<file path="config.mk">
export PLATFORM = sky130hd
export DESIGN_NAME = ldpc_bitnode
export DESIGN_NICKNAME = d
export VERILOG_FILES = /design/src/rtl/bn_pkg.sv /design/src/rtl/bn_total.sv /design/src/rtl/bn_edge.sv /design/src/rtl/ldpc_bitnode.sv
export SDC_FILE = /design/constraint.sdc
export NUM_CORES = 1
export LEC_CHECK = 0
export CORE_UTILIZATION = 57
export DETAILED_ROUTE_END_ITERATION = 10
export PLACE_DENSITY_LB_ADDON = 0.08
export SLEW_MARGIN = 20
export SYNTH_ARGS = -nofsm -noshare
export SYNTH_HDL_FRONTEND = slang
export SYNTH_SLANG_ARGS = --single-unit
</file>
<file path="constraint.sdc">
create_clock -name clk -period 0.8 [get_ports clk]
set_input_delay 0.08 -clock clk [delete_from_list [all_inputs] [get_ports clk]]
set_output_delay 0.08 -clock clk [all_outputs]
set_load 0.01 [all_outputs]
</file>
<file path="src/rtl/bn_pkg.sv">
package bn_pkg;
    typedef enum logic [1:0] {
        ST_IDLE = 2'd0,
        ST_SEED = 2'd1,
        ST_EXTR = 2'd2
    } bn_state_t;

    // total of channel plus DEG messages needs this many bits
    function automatic int sum_width(input int msg_w, input int deg);
        return msg_w + $clog2(deg + 1);
    endfunction
endpackage

</file>
<file path="src/rtl/bn_total.sv">
module bn_total #(
    parameter int DEG   = 5,
    parameter int MSG_W = 4,
    parameter int SUM_W = 7
) (
    input  logic signed [MSG_W-1:0]     ch,
    input  logic        [DEG*MSG_W-1:0] chk_bus,
    output logic signed [SUM_W-1:0]     total
);
    logic signed [MSG_W-1:0] slot [DEG];

    for (genvar g = 0; g < DEG; g++) begin : g_slot
        assign slot[g] = chk_bus[g*MSG_W +: MSG_W];
    end

    always_comb begin
        total = SUM_W'(ch);
        for (int i = 0; i < DEG; i++) begin
            total = total + SUM_W'(slot[i]);
        end
    end
endmodule

</file>
<file path="src/rtl/bn_edge.sv">
module bn_edge #(
    parameter int MSG_W = 4,
    parameter int SUM_W = 7
) (
    input  logic                    seed,
    input  logic signed [SUM_W-1:0] total,
    input  logic signed [MSG_W-1:0] own,
    input  logic signed [MSG_W-1:0] ch,
    output logic signed [MSG_W-1:0] msg_out
);
    localparam logic signed [SUM_W-1:0] LIM_P = SUM_W'((1 << (MSG_W - 1)) - 1);
    localparam logic signed [SUM_W-1:0] LIM_N = -LIM_P;

    logic signed [SUM_W-1:0] src;

    always_comb begin
        src = seed ? SUM_W'(ch) : (total - SUM_W'(own));
        if (src > LIM_P) begin
            msg_out = LIM_P[MSG_W-1:0];
        end else if (src < LIM_N) begin
            msg_out = LIM_N[MSG_W-1:0];
        end else begin
            msg_out = src[MSG_W-1:0];
        end
    end
endmodule

</file>
<file path="src/rtl/ldpc_bitnode.sv">
module ldpc_bitnode
    import bn_pkg::*;
#(
    parameter int DEG   = 5,
    parameter int MSG_W = 4
) (
    input  logic                 clk,
    input  logic                 rst_n,
    input  logic                 in_valid,
    input  logic                 in_init,
    input  logic [MSG_W-1:0]     ch_llr,
    input  logic [DEG*MSG_W-1:0] chk_msg,
    output logic                 out_valid,
    output logic [DEG*MSG_W-1:0] out_msg,
    output logic                 out_bit
);
    localparam int SUM_W = sum_width(MSG_W, DEG);

    bn_state_t state_q, state_d;

    logic signed [SUM_W-1:0] total;
    logic signed [MSG_W-1:0] ch_s;
    logic [DEG*MSG_W-1:0]    msg_d;
    logic                    bit_d;

    assign ch_s = ch_llr;

    bn_total #(.DEG(DEG), .MSG_W(MSG_W), .SUM_W(SUM_W)) u_total (
        .ch      (ch_s),
        .chk_bus (chk_msg),
        .total   (total)
    );

    for (genvar e = 0; e < DEG; e++) begin : g_edge
        bn_edge #(.MSG_W(MSG_W), .SUM_W(SUM_W)) u_edge (
            .seed    (in_init),
            .total   (total),
            .own     (chk_msg[e*MSG_W +: MSG_W]),
            .ch      (ch_s),
            .msg_out (msg_d[e*MSG_W +: MSG_W])
        );
    end

    assign bit_d = in_init ? ch_s[MSG_W-1] : total[SUM_W-1];

    // next-state logic: go_seed / go_extr / go_idle
    always_comb begin
        state_d = state_q;
        unique case (state_q)
            ST_IDLE, ST_SEED, ST_EXTR: begin
                if (in_valid) state_d = in_init ? ST_SEED : ST_EXTR;
                else          state_d = ST_IDLE;
            end
            default: state_d = ST_IDLE;
        endcase
    end

    // state register
    always_ff @(posedge clk or negedge rst_n) begin
        if (!rst_n) state_q <= ST_IDLE;
        else        state_q <= state_d;
    end

    // output registers
    always_ff @(posedge clk or negedge rst_n) begin
        if (!rst_n) begin
            out_msg <= '0;
            out_bit <= 1'b0;
        end else if (in_valid) begin
            out_msg <= msg_d;
            out_bit <= bit_d;
        end
    end

    assign out_valid = (state_q != ST_IDLE);
endmodule

</file>
==> impl_metrics.sql, run 1 <==
INSERT INTO impl_metrics (metric_group, metric, value, unit) VALUES
('place', 'hpwl', '10.1', 'mm'),
('floorplanning', 'boundaryPins', '50', ''),
('synthesis', 'synth_flop_cell', 'dfrtp_1', ''),
('synthesis', 'synth_cell_types', '72', ''),
('status', 'stop_stage', '4_1_cts', ''),
('clock_tree', 'cts_hold_buffers', '0', ''),
('synthesis', 'synthesis.area_per_instance', '8.46', 'sq um'),
('synthesis', 'synth_async_sr_flop_share', '100', '%'),
('synthesis', 'yosysWarnings', '0', ''),
('clock_tree', 'cts_post_setup_buffers_inserted', '29', ''),
('clock_tree', 'cts_max_path_buffers', '2', ''),
('synthesis', 'postSynthRegisterBits', '23', ''),
('clock_tree', 'cts-root-buf', 'clkbuf_8', ''),
('floorplanning', 'dieWidth', '81.8', 'um'),
('floorplanning', 'placement_rows', '28', ''),
('floorplanning', 'initial_core_util', '60.2', '%'),
('synthesis', 'synthesized_cell_area', '0.00363', 'sq mm'),
('floorplanning', 'die_height', '81.8', 'um'),
('synthesis', 'yosys-top-cells-area', 'dfrtp_1, ha_1, fa_1', ''),
('clock_tree', 'post_cts_resize_count', '224', ''),
('status', 'tool.error', '[ERROR DPL-0033] detailed placement checks failed during check placement.', ''),
('place', 'port-buffer-count', '49', ''),
('place', 'globalplace.congestion', '0.978', ''),
('clock_tree', 'clkSinkCount', '23', ''),
('synthesis', 'synth_largest_area_cell', 'dfrtp_1', ''),
('status', 'status', 'aborted with a tool error', ''),
('clock_tree', 'cts-htree-levels', '1', ''),
('synthesis', 'synth_edf_count', '0', ''),
('synthesis', 'synthesis.nets', '517', ''),
('clock_tree', 'numCtsBuffers', '3', ''),
('synthesis', 'post_synth_inst_count', '429', ''),
('place', 'place_worst_setup_slack', '-4650', 'ps'),
('synthesis', 'synth-seq-area-share', '15.9', '%'),
('synthesis', 'synth_top_cell_area_share', '15.9', '%');
cell usage after synthesis (3+ instances only):
library cell   n
ha_1          40
and3_1         3
xor2_1        10
mux2_2         4
a21boi_0       3
o21ai_0       25
a211oi_1       6
dfrtp_1       23
o221ai_1       4
nor4_1         6
nor2b_1       12
inv_1         44
a31oi_1       10
clkbuf_1      11
nor3_1        11
fa_1          20
a311oi_1       5
o211ai_1       4
o22a_1         3
nor3b_1        7
a21oi_1       27
nor2_1        28
o2bb2ai_1      3
nand2_1       13
or2_2          6
a21o_1         7
nand2b_1       8
o22ai_1        6
o21a_1         8
xnor2_1       14
cell families after synthesis:
| kind of cell | count (synthesis) | share of synthesized area, % |
|---|---|---|
| AO/OA/AOI/OAI | 146 | 28.6 |
| AND/OR/NAND/NOR | 111 | 16.6 |
| adder cells (fa/ha/maj) | 60 | 24.8 |
| buffers and inverters | 59 | 6.38 |
| XOR/XNOR | 25 | 6.24 |
| flip-flops | 23 | 15.9 |
| multiplexers | 5 | 1.52 |
through the flow:
stage	utilization [%]	std cells	instance area (sq um)	setup TNS, ps	hold WS (ps)
2_1_floorplan	-	429	3820	-72120	-216
3_3_place_gp	88.4	676	5330	-95730	448
3_5_place_dp	88.4	676	5330	-99240	447
==> inputs of run 2 (changes only) <==
Settings changed: CORE_UTILIZATION 57 to 40, PLACE_DENSITY_LB_ADDON 0.08 to 0.15.
==> run 2 against run 1 <==
  * The flow now finishes, with violations (negative setup slack)
  * Synthesized cell count is the same
  * Area after synthesis stayed put
==> impl_metrics.sql, run 2 <==
INSERT INTO impl_metrics (metric_group, metric, value, unit) VALUES
('critical_path', 'cp_slowest_cell', 'fa_2', ''),
('sta', 'final-max-slew-violation-count', '0', ''),
('cells_and_area', 'top_regs', 'out_msg x20, state_q x2, out_bit x1', ''),
('clock_tree', 'clkLatencyLatePin', '250', 'ps'),
('place', 'globalplace.congestion', '0.848', ''),
('critical_path', 'timing.critical_path.arrival', '4680', 'ps'),
('sta', 'period_minus_slack', '4540', 'ps'),
('routing', 'detail_route.iter0.violations', '161', ''),
('sta', 'final.hold.worst_slack', '167', 'ps'),
('global_route', 'grt_pass1_vias', '4117', ''),
('cells_and_area', 'final_cell_mix', 'buf_4, inv_1, nor2_1', ''),
('routing', 'wl_met3', '399', 'um'),
('critical_path', 'timing.critical_path.cells', 'buf_12, inv_12, fa_1, inv_2, ha_4, fa_2, fa_2, inv_2, fa_2, inv_2, a21o_1, a21oi_4, xnor2_4, buf_6, ha_4, buf_6, nor4_1, a41o_1, a311oi_2, o21ai_1, o221a_1, o32a_1', ''),
('global_route', 'pin_count_of_the_biggest_net_entering_global_routing', '32', ''),
('critical_path', 'critical-path-max-stage-delay', '570', 'ps'),
('cells_and_area', 'finalCoreUtilization', '71.5', '%'),
('clock_tree', 'cts_hold_buffers', '0', ''),
('routing', 'detailroute.wirelength.met2', '6.33', 'mm'),
('job', 'cap_viol_max_count', '0', ''),
('critical_path', 'critPathMaxFanout', '5', ''),
('clock_tree', 'cts-root-buf', 'clkbuf_8', ''),
('cells_and_area', 'flow.area_growth_from_synthesis', '72.7', '%'),
('sta', 'fin_ws', '-3740', 'ps'),
('cells_and_area', 'mostFrequentLayoutCell', 'buf_4', ''),
('routing', 'detail_route.wirelength.met1', '5.51', 'mm'),
('synthesis', 'yosys-top-cells-area', 'dfrtp_1, ha_1, fa_1', ''),
('cells_and_area', 'max_flop_register', 'out_msg', ''),
('clock_tree', 'clk_pin_slew_worst_paths', '80', 'ps'),
('routing', 'vias_per_cell', '5.47', ''),
('synthesis', 'synth_async_sr_flop_share', '100', '%'),
('sta', 'clock-skew-final', '0.0334', 'ps'),
('cells_and_area', 'largest_reg_flops', '20', ''),
('global_route', 'antenna_found_initial', '0', ''),
('status', 'violations', 'negative setup slack', ''),
('sta', 'tightestPinTransition', '415', 'ps'),
('global_route', 'grt.total_usage', '25.4', '%'),
('place', 'hpwl', '9.46', 'mm'),
('synthesis', 'synthesis.nets', '517', ''),
('critical_path', 'worstSetupStartpointType', 'input pin', ''),
('floorplanning', 'die_height', '97.2', 'um'),
('routing', 'vias', '4112', ''),
('sta', 'min_period_over_period', '568', '%'),
('critical_path', 'critical_path.endpoint_type', 'register', ''),
('synthesis', 'synth_cell_types', '72', ''),
('floorplanning', 'initial_core_util', '41.4', '%'),
('cells_and_area', 'nFillCells', '669', ''),
('sta', 'rsz0062_at_grt', 'yes', ''),
('synthesis', 'synth_largest_area_cell', 'dfrtp_1', ''),
('critical_path', 'path_buf_inv', '7', ''),
('clock_tree', 'cts_max_path_buffers', '2', ''),
('critical_path', 'critPathKind', 'in -> reg', ''),
('synthesis', 'postSynthRegisterBits', '23', ''),
('clock_tree', 'tritoncts', 'yes', ''),
('status', 'status', 'finished, violations left', ''),
('cells_and_area', 'layout.nets', '733', ''),
('clock_tree', 'clkSinkCount', '23', ''),
('floorplanning', 'dieWidth', '97.2', 'um'),
('synthesis', 'synthesis.area_per_instance', '8.46', 'sq um'),
('synthesis', 'synth-seq-area-share', '15.9', '%'),
('synthesis', 'synth.most_common_cell', 'inv_1', ''),
('synthesis', 'synth_top_cell_area_share', '15.9', '%'),
('clock_tree', 'numCtsBuffers', '3', ''),
('floorplanning', 'boundaryPins', '50', ''),
('routing', 'drt-wirelength-per-cell', '16.6', 'um'),
('floorplanning', 'core_area', '0.00876', 'sq mm'),
('synthesis', 'yosysWarnings', '0', ''),
('clock_tree', 'cts-htree-levels', '1', ''),
('synthesis', 'synth_edf_count', '0', ''),
('global_route', 'grt_remaining_overflow', '0', ''),
('routing', 'drc_markers', '0', ''),
('worst_hold_path', 'min_path_type', 'in -> async', ''),
('critical_path', 'timing.reg2reg.setup_slack', '-90', 'ps'),
('floorplanning', 'placement_rows', '34', ''),
('synthesis', 'synth_flop_cell', 'dfrtp_1', ''),
('synthesis', 'post_synth_most_frequent_cells', 'inv_1, ha_1, nor2_1, a21oi_1, o21ai_0', ''),
('cells_and_area', 'antennaDiodeCount', '0', ''),
('routing', 'ant_nets', '0', ''),
('critical_path', 'worst_path_dominant_cell_family', 'adder cells', ''),
('synthesis', 'synthesized_cell_area', '0.00363', 'sq mm'),
('routing', 'drt-total-wl', '12.5', 'mm'),
('sta', 'final-setup-viol-count', '43', ''),
('sta', 'max_freq', '220', 'MHz'),
('synthesis', 'post_synth_inst_count', '429', ''),
('critical_path', 'crit_required', '940', 'ps'),
('routing', 'topRoutingLayerUsed', 'met4', ''),
('floorplanning', 'floorplan.die_area', '0.00946', 'sq mm'),
('global_route', 'grt_pass1_wl', '19.7', 'mm'),
('place', 'port-buffer-count', '49', ''),
('sta', 'hold_viol_final', '0', ''),
('sta', 'worst_slew_margin_rel', '72.2', '%'),
('routing', 'firstDrtPassIters', '4', ''),
('cells_and_area', 'layout-drive-gt1-share', '48.9', '%');
==> run 2: final cells by class <==
| cell class | count | area, sq um | area share (%) |
|---|---|---|---|
| timing repair buffer | 226 | 1840 | 29.4 |
| multi-input combinational | 347 | 3490 | 55.7 |
| tap | 108 | 135 | 2.16 |
| sequential | 23 | 576 | 9.18 |
| inverter | 44 | 180 | 2.87 |
| clock buffer | 4 | 45.0 | 0.719 |
==> run 2: worst paths after layout <==
kind                             start          end  depth (start not counted)
setup reg to reg           out_msg[10]  out_msg[10]                          2
setup / recovery            chk_msg[5]   out_msg[8]                         22
min in group clk             ch_llr[1]   out_msg[1]                          5
hold reg to reg            out_msg[19]  out_msg[19]                          1
max in group asynchronous        rst_n   state_q[1]                          2
hold / removal                   rst_n   out_msg[4]                          2
==> run 2: cells by family (layout without fill, tap and decap cells) <==
| kind of cell | count (synthesis) | in the layout | share of synthesized area, % |
|---|---|---|---|
| multiplexers | 5 | 5 | 1.52 |
| AO/OA/AOI/OAI | 146 | 146 | 28.6 |
| buffers and inverters | 59 | 274 | 6.38 |
| adder cells (fa/ha/maj) | 60 | 60 | 24.8 |
| AND/OR/NAND/NOR | 111 | 111 | 16.6 |
| flip-flops | 23 | 23 | 15.9 |
| XOR/XNOR | 25 | 25 | 6.24 |
==> run 2: metal layers <==
layer	vias up	track usage, %
met5	-	0
met4	0	6.90
met3	16	1.15
met2	91	46.3
met1	1988	32.7
li1	2017	-
==> run 2: metrics by stage <==
stage          std cells  TNS, ps  cell area (sq um)  setup slack (ps)
2_1_floorplan        429   -72120               3820             -3590
3_3_place_gp         720   -95940               5460             -4510
3_5_place_dp         720   -97570               5460             -4620
4_1_cts              744   -74600               6040             -3610
5_1_grt              752   -80420               6270             -3880
6_report             752   -76520               6270             -3740
==> run 2: timing repair <==
item,CTS,global route
setup buffers,21,9
pin swaps,69,44
setup endpoints to repair,45,45
gates resized for setup,221,32
gates cloned,0,1
Power of run 2 is left out: the tool's default activity adds up to more than one toggle a clock period on the data nets, which glitch-free logic cannot reach.
